--- src/rtl/uft_pkg.sv ---
// Shared types and decode helpers for the frame transmitter.
// Assumes at most 8 data bits, one parity bit and two stop bits per frame.
package uft_pkg;

    localparam int MAX_DATA = 8;
    localparam int FRAME_W  = 1 + MAX_DATA + 1 + 2;
    localparam int CNT_W    = $clog2(FRAME_W + 1);

    typedef enum logic [2:0] {
        PAR_NONE  = 3'd0,
        PAR_EVEN  = 3'd1,
        PAR_ODD   = 3'd2,
        PAR_MARK  = 3'd3,
        PAR_SPACE = 3'd4
    } parity_e;

    typedef struct packed {
        logic [3:0] dbits;     // resolved data bit count, 5..8
        parity_e    par;       // resolved parity mode
        logic       two_stop;  // 1 = two stop bits
        logic       invert;    // complement whole frame
    } frame_fmt_t;

endpackage

--- src/rtl/uft_cfg_decode.sv ---
// Resolves raw format codes into a legal frame format.
// Unknown data-bit counts fall back to 8, unknown parity codes to none,
// and unknown stop codes to one stop bit. Purely combinational.
module uft_cfg_decode
    import uft_pkg::*;
(
    input  logic [3:0]  raw_dbits,
    input  logic [2:0]  raw_parity,
    input  logic [1:0]  raw_stop,
    input  logic        raw_invert,
    output frame_fmt_t  fmt
);

    // Map each raw field onto its resolved value.
    always_comb begin
        fmt = '0;
        case (raw_dbits)
            4'd5, 4'd6, 4'd7, 4'd8: fmt.dbits = raw_dbits;
            default:                fmt.dbits = 4'd8;
        endcase
        case (raw_parity)
            3'd1:    fmt.par = PAR_EVEN;
            3'd2:    fmt.par = PAR_ODD;
            3'd3:    fmt.par = PAR_MARK;
            3'd4:    fmt.par = PAR_SPACE;
            default: fmt.par = PAR_NONE;
        endcase
        fmt.two_stop = (raw_stop == 2'd2);
        fmt.invert   = raw_invert;
    end

endmodule

--- src/rtl/uft_frame_builder.sv ---
// Assembles the full frame word from a byte and a resolved format.
// Bit 0 is the start bit; data, optional parity and stop bits follow.
// Positions above the frame length are don't-care. Combinational.
module uft_frame_builder
    import uft_pkg::*;
(
    input  logic [MAX_DATA-1:0] data,
    input  frame_fmt_t          fmt,
    output logic [FRAME_W-1:0]  word,
    output logic [CNT_W-1:0]    len
);

    logic [MAX_DATA-1:0] used;
    logic                xsum;
    logic                pbit;
    logic                has_par;
    logic [CNT_W-1:0]    pos;

    // Keep only the configured data bits and fold them into a parity sum.
    always_comb begin
        used = '0;
        for (int i = 0; i < MAX_DATA; i++) begin
            if (i < int'(fmt.dbits)) begin
                used[i] = data[i];
            end
        end
        xsum = ^used;
    end

    // Pick the parity bit value for the selected mode.
    always_comb begin
        has_par = (fmt.par != PAR_NONE);
        case (fmt.par)
            PAR_EVEN:  pbit = xsum;
            PAR_ODD:   pbit = ~xsum;
            PAR_MARK:  pbit = 1'b1;
            default:   pbit = 1'b0;
        endcase
    end

    // Place start, data, parity and stop bits, then apply inversion.
    always_comb begin
        word = '0;
        word[MAX_DATA:1] = used;
        pos = CNT_W'(1) + CNT_W'(fmt.dbits);
        if (has_par) begin
            word[pos] = pbit;
            pos = pos + CNT_W'(1);
        end
        word[pos] = 1'b1;
        if (fmt.two_stop) begin
            word[pos + CNT_W'(1)] = 1'b1;
            len = pos + CNT_W'(2);
        end else begin
            len = pos + CNT_W'(1);
        end
        word = word ^ {FRAME_W{fmt.invert}};
    end

endmodule

--- src/rtl/uft_bit_timer.sv ---
// Counts clock cycles within one bit period and flags its last cycle.
// Assumes load is only raised when no frame is in progress; a period of 0
// is treated as 1.
module uft_bit_timer #(
    parameter int PERIOD_W = 16
) (
    input  logic                clk,
    input  logic                rst_n,
    input  logic                load,
    input  logic [PERIOD_W-1:0] period,
    input  logic                busy,
    output logic                tick
);

    logic [PERIOD_W-1:0] reload_q;
    logic [PERIOD_W-1:0] cnt_q;
    logic [PERIOD_W-1:0] period_m1;

    // Derive the reload value, guarding against a zero period.
    always_comb begin
        period_m1 = (period == '0) ? '0 : period - PERIOD_W'(1);
    end

    // Count down each bit period and restart from the latched reload value.
    always_ff @(posedge clk) begin
        if (!rst_n) begin
            reload_q <= '0;
            cnt_q    <= '0;
        end else if (load) begin
            reload_q <= period_m1;
            cnt_q    <= period_m1;
        end else if (busy) begin
            if (cnt_q == '0) begin
                cnt_q <= reload_q;
            end else begin
                cnt_q <= cnt_q - PERIOD_W'(1);
            end
        end
    end

    assign tick = busy && (cnt_q == '0);

    AST_CNT_IN_RANGE: assert property (@(posedge clk) disable iff (!rst_n)
        busy |-> (cnt_q <= reload_q));

    AST_RELOAD_HELD: assert property (@(posedge clk) disable iff (!rst_n)
        (busy && !load) |=> $stable(reload_q));

endmodule

--- src/rtl/uft_shifter.sv ---
// Holds the frame word and drives the line one bit at a time.
// Assumes load only while idle and tick only while busy. Drives the
// resting level whenever no frame is in progress.
module uft_shifter
    import uft_pkg::*;
(
    input  logic               clk,
    input  logic               rst_n,
    input  logic               load,
    input  logic [FRAME_W-1:0] frame,
    input  logic [CNT_W-1:0]   len,
    input  logic               tick,
    input  logic               idle_level,
    output logic               tx,
    output logic               busy,
    output logic               done
);

    logic [FRAME_W-1:0] shreg_q;
    logic [CNT_W-1:0]   left_q;

    // Load a frame, step through its bits on each tick, rest when idle.
    always_ff @(posedge clk) begin
        if (!rst_n) begin
            tx      <= 1'b1;
            busy    <= 1'b0;
            done    <= 1'b0;
            shreg_q <= '0;
            left_q  <= '0;
        end else begin
            done <= 1'b0;
            if (load) begin
                tx      <= frame[0];
                shreg_q <= frame >> 1;
                left_q  <= len;
                busy    <= 1'b1;
            end else if (tick) begin
                if (left_q == CNT_W'(1)) begin
                    busy   <= 1'b0;
                    done   <= 1'b1;
                    tx     <= idle_level;
                    left_q <= '0;
                end else begin
                    tx      <= shreg_q[0];
                    shreg_q <= shreg_q >> 1;
                    left_q  <= left_q - CNT_W'(1);
                end
            end else if (!busy) begin
                tx <= idle_level;
            end
        end
    end

    AST_LEFT_NONZERO: assert property (@(posedge clk) disable iff (!rst_n)
        busy |-> (left_q != '0));

    AST_LAST_BIT_ENDS: assert property (@(posedge clk) disable iff (!rst_n)
        (tick && left_q == CNT_W'(1)) |=> (done && !busy));

    AST_HOLD_BIT: assert property (@(posedge clk) disable iff (!rst_n)
        (busy && !tick) |=> $stable(tx));

    AST_IDLE_LEVEL: assert property (@(posedge clk) disable iff (!rst_n)
        (!busy && !load) |=> (tx == $past(idle_level)));

endmodule

--- src/rtl/uart_frame_tx.sv ---
// Top of the serial transmitter: accepts a byte on valid/ready, captures
// the format and period, and sends the assembled frame on tx_line.
// Assumes the format inputs are meaningful in the accepting cycle only.
module uart_frame_tx
    import uft_pkg::*;
#(
    parameter int PERIOD_W = 16
) (
    input  logic                clk,
    input  logic                rst_n,
    input  logic [7:0]          in_data,
    input  logic                in_valid,
    output logic                in_ready,
    input  logic [PERIOD_W-1:0] bit_period,
    input  logic [3:0]          cfg_data_bits,
    input  logic [2:0]          cfg_parity,
    input  logic [1:0]          cfg_stop_bits,
    input  logic                cfg_invert,
    output logic                tx_line,
    output logic                tx_done
);

    frame_fmt_t         fmt;
    logic [FRAME_W-1:0] frame_word;
    logic [CNT_W-1:0]   frame_len;
    logic               busy;
    logic               tick;
    logic               accept;

    assign in_ready = !busy;
    assign accept   = in_valid && !busy;

    uft_cfg_decode u_decode (
        .raw_dbits  (cfg_data_bits),
        .raw_parity (cfg_parity),
        .raw_stop   (cfg_stop_bits),
        .raw_invert (cfg_invert),
        .fmt        (fmt)
    );

    uft_frame_builder u_build (
        .data (in_data),
        .fmt  (fmt),
        .word (frame_word),
        .len  (frame_len)
    );

    uft_bit_timer #(
        .PERIOD_W (PERIOD_W)
    ) u_timer (
        .clk    (clk),
        .rst_n  (rst_n),
        .load   (accept),
        .period (bit_period),
        .busy   (busy),
        .tick   (tick)
    );

    uft_shifter u_shift (
        .clk        (clk),
        .rst_n      (rst_n),
        .load       (accept),
        .frame      (frame_word),
        .len        (frame_len),
        .tick       (tick),
        .idle_level (~cfg_invert),
        .tx         (tx_line),
        .busy       (busy),
        .done       (tx_done)
    );

    AST_START_LEVEL: assert property (@(posedge clk) disable iff (!rst_n)
        accept |=> (tx_line == $past(cfg_invert)));

    AST_READY_DROPS: assert property (@(posedge clk) disable iff (!rst_n)
        accept |=> !in_ready);

    AST_DONE_SINGLE: assert property (@(posedge clk) disable iff (!rst_n)
        tx_done |=> !tx_done);

    AST_DONE_READY: assert property (@(posedge clk) disable iff (!rst_n)
        tx_done |-> in_ready);

endmodule

--- config.mk ---
export PLATFORM = sky130hd
export DESIGN_NAME = uart_frame_tx
export DESIGN_NICKNAME = d
export VERILOG_FILES = /design/src/rtl/uft_pkg.sv /design/src/rtl/uft_cfg_decode.sv /design/src/rtl/uft_frame_builder.sv /design/src/rtl/uft_bit_timer.sv /design/src/rtl/uft_shifter.sv /design/src/rtl/uart_frame_tx.sv
export SDC_FILE = /design/constraint.sdc
export NUM_CORES = 1
export LEC_CHECK = 0
export BUFFER_PORTS_ARGS = -buffer_cell sky130_fd_sc_hd__buf_2
export CORE_ASPECT_RATIO = 0.8
export CORE_MARGIN = 2
export CORE_UTILIZATION = 47
export DETAILED_ROUTE_END_ITERATION = 10
export PLACE_DENSITY = 0.74
export SLEW_MARGIN = 30
export SYNTH_ARGS = -nofsm -noshare
export SYNTH_HDL_FRONTEND = slang
export SYNTH_SLANG_ARGS = --single-unit
export TNS_END_PERCENT = 20
--- constraint.sdc ---
create_clock -name clk -period 8.7 [get_ports clk]
set_input_delay 0 -clock clk [delete_from_list [all_inputs] [get_ports clk]]
set_output_delay 0 -clock clk [all_outputs]
set_load 0.005 [all_outputs]
## After elaboration in Yosys (flattened, before gate mapping)

Index checks and enable logic that the tools add are counted.

- Add/subtract/negate cells: 7
- $lt $le $gt $ge: 14
- Equality and inequality tests: 15
- Multiplexer cells: 40
- Bitwise operators: 7
- Reductions and logical operators: 17

Operators by type and width:

| kind | count |
|---|---|
| $mux W16 | 4 |
| $mux W11 | 3 |
| $logic_not A16 Y1 | 2 |
| $sub A16 B1 Y16 const B | 2 |
| $mux W12 | 2 |
| $mux W4 | 6 |
| $or A12 B12 Y12 | 2 |
| $mux W1 | 19 |
| $lt A3 B4 Y1 const A | 4 |
| $lt A4 B5 Y1 const B | 3 |
| $bwmux W12 | 1 |
| $demux W1 S4 | 3 |
| $eq A3 B2 Y1 const B | 4 |
| $eq A4 B3 Y1 const B | 3 |
| $ge A4 B1 Y1 const B | 3 |
| $pmux W3 S4 | 1 |
| $xor A12 B12 Y12 | 1 |
| $add A4 B1 Y4 const B | 2 |
| $lt A1 B4 Y1 const A | 2 |
| $lt A2 B4 Y1 const A | 2 |
| $reduce_xor A8 Y1 | 1 |
| $eq A3 B1 Y1 const B | 2 |
| $reduce_bool A2 Y1 | 3 |
| $logic_and A1 B1 Y1 | 5 |
| 16 further kinds | 20 |

- Register bits after elaboration: 50
- Input bits: 37

## Longest topological paths before layout

Gate-level depths: netlist (run 1).

- Depth in word-level cells: 15
- Mapped depth: 16

## By module

Synthesis (run 1) repeated with hierarchy kept, for this count alone.

- Cell total of the unflattened synthesis: 575
- Area total of the unflattened synthesis: 4,643.2 um^2

By module, submodules not included:

| module | instances | cells each | area an instance (um^2) | sequential area each (um^2) |
|---|---|---|---|---|
| uft_bit_timer | 1 | 271 | 2,172.1 | 640.6 |
| uft_frame_builder | 1 | 185 | 1,406.3 | 0.0 |
| uft_shifter | 1 | 106 | 973.4 | 360.3 |
| uft_cfg_decode | 1 | 10 | 77.6 | 0.0 |
| uart_frame_tx | 1 | 3 | 13.8 | 0.0 |

## Worst setup path after synthesis (run 1)

Ideal clock, no wire load.

- Path type: input to register
- From: input cfg_data_bits[2]
- To: register u_shift.shreg_q[1]
- Arrival time: 2.692 ns
- Required time: 8.573 ns
- Setup slack: 5.881 ns
- Stages: 16
- Buffers on the path: 0
- Cells stage by stage: nor2b_1 > and2_0 > ha_1 > nor4b_1 > nor3_1 > o21ba_1 > nor2_1 > inv_1 > ha_1 > inv_1 > o21ai_2 > mux2i_1 > o21a_1 > a22oi_1 > and3_1 > or3_1

- Word-level cells in the longest chain between the ends: 15

Ends and longest elaborated chain:

| item | line | source |
|---|---|---|
| start, declared | uart_frame_tx.sv:15 | `input logic [3:0] cfg_data_bits,` |
| $eq A4 B3 Y1 or $eq A4 B4 Y1 (tied branches) | uft_cfg_decode.sv:17 | `case (raw_dbits)` |
| $reduce_or A4 Y1 | uft_cfg_decode.sv:17 |  |
| $mux W4 * | uft_cfg_decode.sv:17 |  |
| $add A1 B4 Y4 (tied with other cells) | uft_frame_builder.sv:45 | `pos = CNT_W'(1) + CNT_W'(fmt.dbits);` |
| $add A4 B1 Y4 (tied with other cells) | uft_frame_builder.sv:48 | `pos = pos + CNT_W'(1);` |
| $mux W4 (tied with other cells) | uft_frame_builder.sv:46 | `if (has_par) begin` |
| $add A4 B1 Y4 (tied with other cells) | uft_frame_builder.sv:52 | `word[pos + CNT_W'(1)] = 1'b1;` |
| $lt A4 B5 Y1 (implied by the code) (tied with other cells) | uft_frame_builder.sv:52 |  |
| $logic_and A1 B1 Y1 (implied by the code) (tied with other cells) | uft_frame_builder.sv:52 |  |
| $mux W1 (implied by the code) (tied with other cells) | uft_frame_builder.sv:52 |  |
| $demux W1 S4 or $or A12 B12 Y12 (tied branches) | n/a |  |
| $or A12 B12 Y12 (no line) | n/a |  |
| $mux W12 * | uft_frame_builder.sv:51 | `if (fmt.two_stop) begin` |
| $xor A12 B12 Y12 * | uft_frame_builder.sv:57 | `word = word ^ {FRAME_W{fmt.invert}};` |
| $mux W11 * | uft_shifter.sv:32 | `if (load) begin` |
| end signal, assigned | uft_shifter.sv:34 | `shreg_q <= frame >> 1;` |
| end signal, assigned | uft_shifter.sv:45 | `shreg_q <= shreg_q >> 1;` |
| end, declared | uft_shifter.sv:19 | `logic [FRAME_W-1:0] shreg_q;` |

Every way passes the cells marked *; elsewhere a longest branch is shown, timed or not.
A chain may end at the register's enable or synchronous reset.

## Final worst setup path (run 1)

- From: register u_timer.cnt_q[0]
- To: register u_shift.shreg_q[4]

- Word-level cells in the longest chain between the ends: 4

Ends and longest elaborated chain:

| item | line | source |
|---|---|---|
| start, declared | uft_bit_timer.sv:16 | `logic [PERIOD_W-1:0] cnt_q;` |
| start signal, assigned | uft_bit_timer.sv:31 | `cnt_q <= period_m1;` |
| start signal, assigned | uft_bit_timer.sv:34 | `cnt_q <= reload_q;` |
| start signal, assigned | uft_bit_timer.sv:36 | `cnt_q <= cnt_q - PERIOD_W'(1);` |
| $logic_not A16 Y1 | uft_bit_timer.sv:41 | `assign tick = busy && (cnt_q == '0);` |
| $logic_and A1 B1 Y1 | uft_bit_timer.sv:41 |  |
| $reduce_bool A2 Y1 (no line) | n/a |  |
| $reduce_and A2 Y1 (no line) | n/a |  |

Every way passes these cells.

==> results.toml, run 1 <==
[run_status]
status = "finished clean"

[critical_path]
crit_fanout = 17
reg2reg_depth = 10
setup.worst_path.end = "u_shift.shreg_q[4]"
worstSetupStartpointType = "flop"
reg2reg_from = "u_timer.cnt_q[0]"
crit_arrival_ns = 3.65
cp-end-kind = "flop"
cp-startpoint = "u_timer.cnt_q[0]"
cp.required_ns = 8.87
path_class = "flop to flop"
reg2reg_slack_ns = 5.22
r2r-end = "u_shift.shreg_q[4]"

[synthesis]
muxShareOfSynthArea = 0.0327
synth_fa_ha_area_frac = 0.0430
synth_area_um2 = 3780
synth-simple-area-share = 0.283
async_flop_share = 0
yosysWarnings = 0
yosysSeqAreaShare = 0.265
synth_xor_area_frac = 0.0678
syn-num-nets = 550
synth_top_family_by_area = "simple AND/OR/NAND/NOR gates"
ys_ff_latch = 50
synth-main-ff-cell = "dfxtp_1"
synth_cell_type_count = 79
syn_inst = 500
avgSynthCellArea_um2 = 7.56
synth_edf_count = 0
synth_compound_area_frac = 0.252

[layout]
n_antenna_cell = 0
layout_common_cells = "nor2_1, nand2_1, dfxtp_1"
finalNetCount = 576
utilization = 0.523
n_fill_cell = 756
drive_above_1_share = 0.137
final_common_cell = "nor2_1"
finalInstanceArea_um2 = 4120
stdcell_count = 634
syn_to_final_growth_pct = 8.93

[cts]
ctsResizeCount = 0
path_clk_slew_ns = 0.09
insertion_delay_ns = 0.31
root_buffer = "clkbuf_8"
cts_sinks = 50
cts_buffer_depth = 2
htreeDepth = 2
cts_tree = "built"
cts_buffers = 5

[floorplanning]
start_util = 0.480
row_count = 29
io_pins = 40
die-area_um2 = 8790
dieWidth_um = 104
core_um2 = 7870
die_h_um = 84.2

[global_routing]
grt_pass1_vias = 3456
grt_pass1_wl_um = 17100
grt_start_max_net_pins = 41
gr-total-overflow = 0
antenna_found_initial = 0
grt_usage = 0.235

[sta]
period_share = 0.400
drv_slew = 0
setup_tns_ns = 0
relSlewSlack = 0.355
tightest_slew_ns = 0.965
setup_slack_ns = 5.22
rsz0062_at_grt = "no"
fmax_mhz = 287
min_period_ns = 3.48
worst_hold_slack_ns = 0.0469
setup_viol = 0
fin_worst_skew_ns = 0.0122
hold_viol = 0

[detailed_routing]
remaining_drc_errors = 0
vias = 3880
wirelength_um = 10100
dr.pass1.iters = 5
wl_per_cell_um = 15.9
drt-initial-drc-count = 435
antenna_left = 0
vias_per_cell = 6.12

[placement]
numPortBuffers = 39
place_area_um2 = 4000
place_inst = 626
place_ws_ns = 5.03
globalplace.congestion = 1.04
hpwl_um = 7660

[flow_run]
cap_violations = 0

[power_and_ir_drop]
p_leak_nw = 1.60
p_total_mw = 0.650
irDropWorstVdd_mv = 0.0802
power_density_nw_per_um2 = 158

[min_path]
hold_path_class = "input port to flop"
## state kept, by name, summed over array words and instances (netlist names)
| signal | count |
|---|---|
| u_timer.reload_q | 16 |
| u_shift.left_q | 4 |
| u_shift.shreg_q | 11 |
| u_shift.tx | 1 |
| u_shift.done | 1 |
| u_timer.cnt_q | 16 |
| u_shift.busy | 1 |
## critical path, stage by stage, from the launching register on
cell,delay [ns]
dfxtp_1,0.36
inv_1,0.10
ha_1,0.16
or4b_1,0.50
nor4_2,0.71
buf_4,0.32
nand2_2,0.13
nor2_4,0.47
mux2_2,0.39
o21ai_0,0.14
a21oi_1,0.05
## area by class of cell
cell class	count	area (µm²)	area share
timing repair buffer	44	235	0.0571
clock buffer	6	82.6	0.0200
clock inverter	1	30.0	0.00729
sequential	50	1000	0.243
inverter	18	67.6	0.0164
multi-input combinational	407	2570	0.623
tap	108	135	0.0328
## kinds of logic after synthesis
| kind of cell | count (synthesis) |
|---|---|
| compound gates | 141 |
| xor+xnor | 26 |
| fa+ha+maj | 13 |
| buf+inv | 43 |
| flops | 50 |
| mux | 12 |
| simple gates | 215 |
## synthesized netlist by cell type, drive strengths merged (3+ instances only)
library cell / instances / share of area
xor2: 11 / 0.025
and3: 4 / 0.0066
o211ai: 5 / 0.0099
o21a: 4 / 0.0079
nand3b: 4 / 0.011
inv: 17 / 0.017
buf: 7 / 0.015
a211oi: 9 / 0.018
nor3b: 4 / 0.0093
nor2b: 6 / 0.0099
o21ai: 30 / 0.042
nand2: 62 / 0.062
ha: 13 / 0.043
dfxtp: 50 / 0.26
or4: 5 / 0.011
nor4: 10 / 0.018
nand3: 11 / 0.015
mux2i: 9 / 0.024
and2: 6 / 0.011
a21oi: 39 / 0.052
a221oi: 6 / 0.014
a22oi: 3 / 0.0060
o311a: 3 / 0.0083
o22ai: 3 / 0.0050
xnor2: 13 / 0.030
nand2b: 6 / 0.011
nor3: 17 / 0.022
o31ai: 3 / 0.0060
clkbuf: 18 / 0.023
nor2: 63 / 0.065
or3: 10 / 0.019
mux2: 3 / 0.0089
o221ai: 3 / 0.0069
a21o: 5 / 0.0099
a31oi: 11 / 0.018
## routing by layer
layer  GRT usage  routed length [µm]
met5           0                   0
met4      0.0553                 155
met3      0.0505                1090
met2       0.335                4100
met1       0.358                4720
## how the worst min path moves through the flow
stage | startpoint | to | slack, ns | depth (start not counted)
after floorplan | in_data[0] | u_shift.shreg_q[0] | 0.22 | 3
after global placement | rst_n | u_shift.tx | 0.31 | 2
after detailed placement | rst_n | u_shift.tx | 0.31 | 2
after CTS | in_data[0] | u_shift.shreg_q[0] | 0.05 | 4
after global routing | bit_period[14] | u_timer.reload_q[14] | 0.07 | 4
final | bit_period[14] | u_timer.reload_q[14] | 0.05 | 4
## report_power, final
group | internal (mW) | total [mW] | switching [mW]
Combinational | 0.0867 | 0.211 | 0.124
Sequential | 0.249 | 0.268 | 0.0192
Clock | 0.0921 | 0.170 | 0.0783
Total | 0.428 | 0.650 | 0.222
## what timing repair did
| item | 4_1_cts | 5_1_grt |
|---|---|---|
| hold buffers | 1 | 0 |
| endpoints found under the hold margin | 1 | 0 |
| setup buffers | 0 | 0 |
(Power assumes the default switching activity.)
==> inputs of run 2 (changes only) <==
--- a/config.mk
+++ b/config.mk
@@ -10,7 +10,7 @@
 export CORE_MARGIN = 2
 export CORE_UTILIZATION = 47
 export DETAILED_ROUTE_END_ITERATION = 10
-export PLACE_DENSITY = 0.74
+export PLACE_DENSITY = 0.77
 export SLEW_MARGIN = 30
 export SYNTH_ARGS = -nofsm -noshare
 export SYNTH_HDL_FRONTEND = slang
==> constraint.sdc (replaced) <==
create_clock -name clk -period 2.9 [get_ports clk]
set_input_delay 0 -clock clk [delete_from_list [all_inputs] [get_ports clk]]
set_output_delay 0 -clock clk [all_outputs]
set_load 0.005 [all_outputs]
==> results.toml, run 2 (synthesized netlist as in run 1, its figures left out) <==
[floorplanning]
die-area_um2 = 8790
row_count = 29
io_pins = 40
core_um2 = 7870
dieWidth_um = 104
die_h_um = 84.2
start_util = 0.480

[layout]
final_common_cell = "nor2_1"
drive_above_1_share = 0.179
utilization = 0.544
multiInputGateArea_um2 = 2600
layout_common_cells = "nor2_1, nand2_1, dfxtp_1"
seqCellArea_um2 = 1000
reg_top3 = "u_timer.cnt_q: 16 flops, u_timer.reload_q: 16 flops, u_shift.shreg_q: 11 flops"
n_antenna_cell = 0
finalNetCount = 596
stdcell_count = 655
syn_to_final_growth_pct = 13.3
n_fill_cell = 756
finalInstanceArea_um2 = 4280

[power_and_ir_drop]
irDropWorstVdd_mv = 0.242
power_density_nw_per_um2 = 448
p_total_mw = 1.92
p_leak_nw = 1.70

[placement]
hpwl_um = 7950
globalplace.congestion = 0.962
place_area_um2 = 4150
place_inst = 646
numPortBuffers = 39

[cts]
root_buffer = "clkbuf_8"
cts_buffer_depth = 2
cts_setup_buffers = 0
path_clk_slew_ns = 0.10
htreeDepth = 2
insertion_delay_ns = 0.31
cts_buffers = 5
cts_sinks = 50
cts_tree = "built"

[global_routing]
grt_usage = 0.241
gr-total-overflow = 0
grt_start_max_net_pins = 40
grt_pass1_vias = 3573
grt_pass1_wl_um = 17700
antenna_found_initial = 0

[detailed_routing]
drt-initial-drc-count = 445
antenna_left = 0
remaining_drc_errors = 0
vias = 3962
vias_per_cell = 6.05
dr.pass1.iters = 5
wl_per_cell_um = 16.0
wirelength_um = 10500

[sta]
fmax_mhz = 367
setup_viol = 0
hold_viol = 0
tightest_slew_ns = 0.920
worst_hold_slack_ns = 0.0673
rsz0062_at_grt = "no"
drv_slew = 0
min_period_ns = 2.72
fin_worst_skew_ns = 0.0174
relSlewSlack = 0.385
period_share = 0.940

[min_path]
hold_path_class = "input port to flop"

[critical_path]
cp.required_ns = 3.08
path_class = "flop to flop"
path_cells = "inv_1 > ha_1 > or4b_4 > nor4_4 > nand2_2 > nor2_4 > buf_4 > nor2b_1 > a211oi_1 > a2111oi_1"
cpPeakStageDelay_ns = 0.50
cp-end-kind = "flop"
crit_fanout = 7
crit_arrival_ns = 2.90
worstSetupStartpointType = "flop"
slowest_stage = "or4b_4"

[flow_run]
cap_violations = 0

[run_status]
status = "finished clean"
==> run 2: changes by cell type in the layout (fill, tap and decap cells not counted), sizes merged <==
cell,before,now
bufinv,1,0
buf,43,63
clkinv,1,2
clkinvlp,0,1
==> run 2: repair_timing <==
item	in CTS	in global routing
setup endpoints to repair	0	7
gates resized for setup	0	6
hold endpoints to repair	1	0
hold buffers	1	0
==> run 2: area by class of cell <==
| class | count | share of cell area |
|---|---|---|
| Multi-Input combinational cell | 407 | 0.607 |
| Inverter | 18 | 0.0158 |
| Clock inverter | 2 | 0.00292 |
| Tap cell | 108 | 0.0315 |
| Sequential cell | 50 | 0.234 |
| Clock buffer | 6 | 0.0193 |
| Timing Repair Buffer | 64 | 0.0900 |
==> run 2: final timing paths <==
| check | startpoint | endpoint | cells past startpoint | slack, ns |
|---|---|---|---|---|
| setup / recovery | u_timer.cnt_q[0] | u_shift.shreg_q[0] | 10 | 0.18 |
| hold / removal | bit_period[14] | u_timer.reload_q[14] | 4 | 0.07 |
| setup reg to reg | u_timer.cnt_q[0] | u_shift.shreg_q[0] | 10 | 0.18 |
| hold reg to reg | u_timer.reload_q[14] | u_timer.reload_q[14] | 2 | 0.46 |
==> run 2: routing by layer <==
layer / part of all wire / GRT usage
met5: 0 / 0
met1: 0.48 / 0.366
met2: 0.42 / 0.359
met4: 0.010 / 0.0467
met3: 0.096 / 0.0396
==> run 2: metrics by stage <==
stage | worst slack [ns] | setup TNS, ns
floorplan | 0.0810 | 0
global placement | 0.0730 | 0
detailed placement | -0.117 | -0.277
CTS | 0.169 | 0
global route | 0.0129 | 0
finish | 0.175 | 0
==> run 2: worst max-delay path: cells and delay by family (launching register included) <==
kind	cells	cell delay (ns)
adders and majority gates	1	0.16
AOI/OAI and AO/OA	2	0.43
and+or+nand+nor	5	1.32
buffers and inverters	2	0.31
DFF	1	0.37
==> run 2: power breakdown <==
| part | switching [mW] | total [mW] | internal (mW) |
|---|---|---|---|
| combinational | 0.395 | 0.684 | 0.288 |
| clock | 0.243 | 0.435 | 0.192 |
| sequential | 0.0506 | 0.798 | 0.748 |
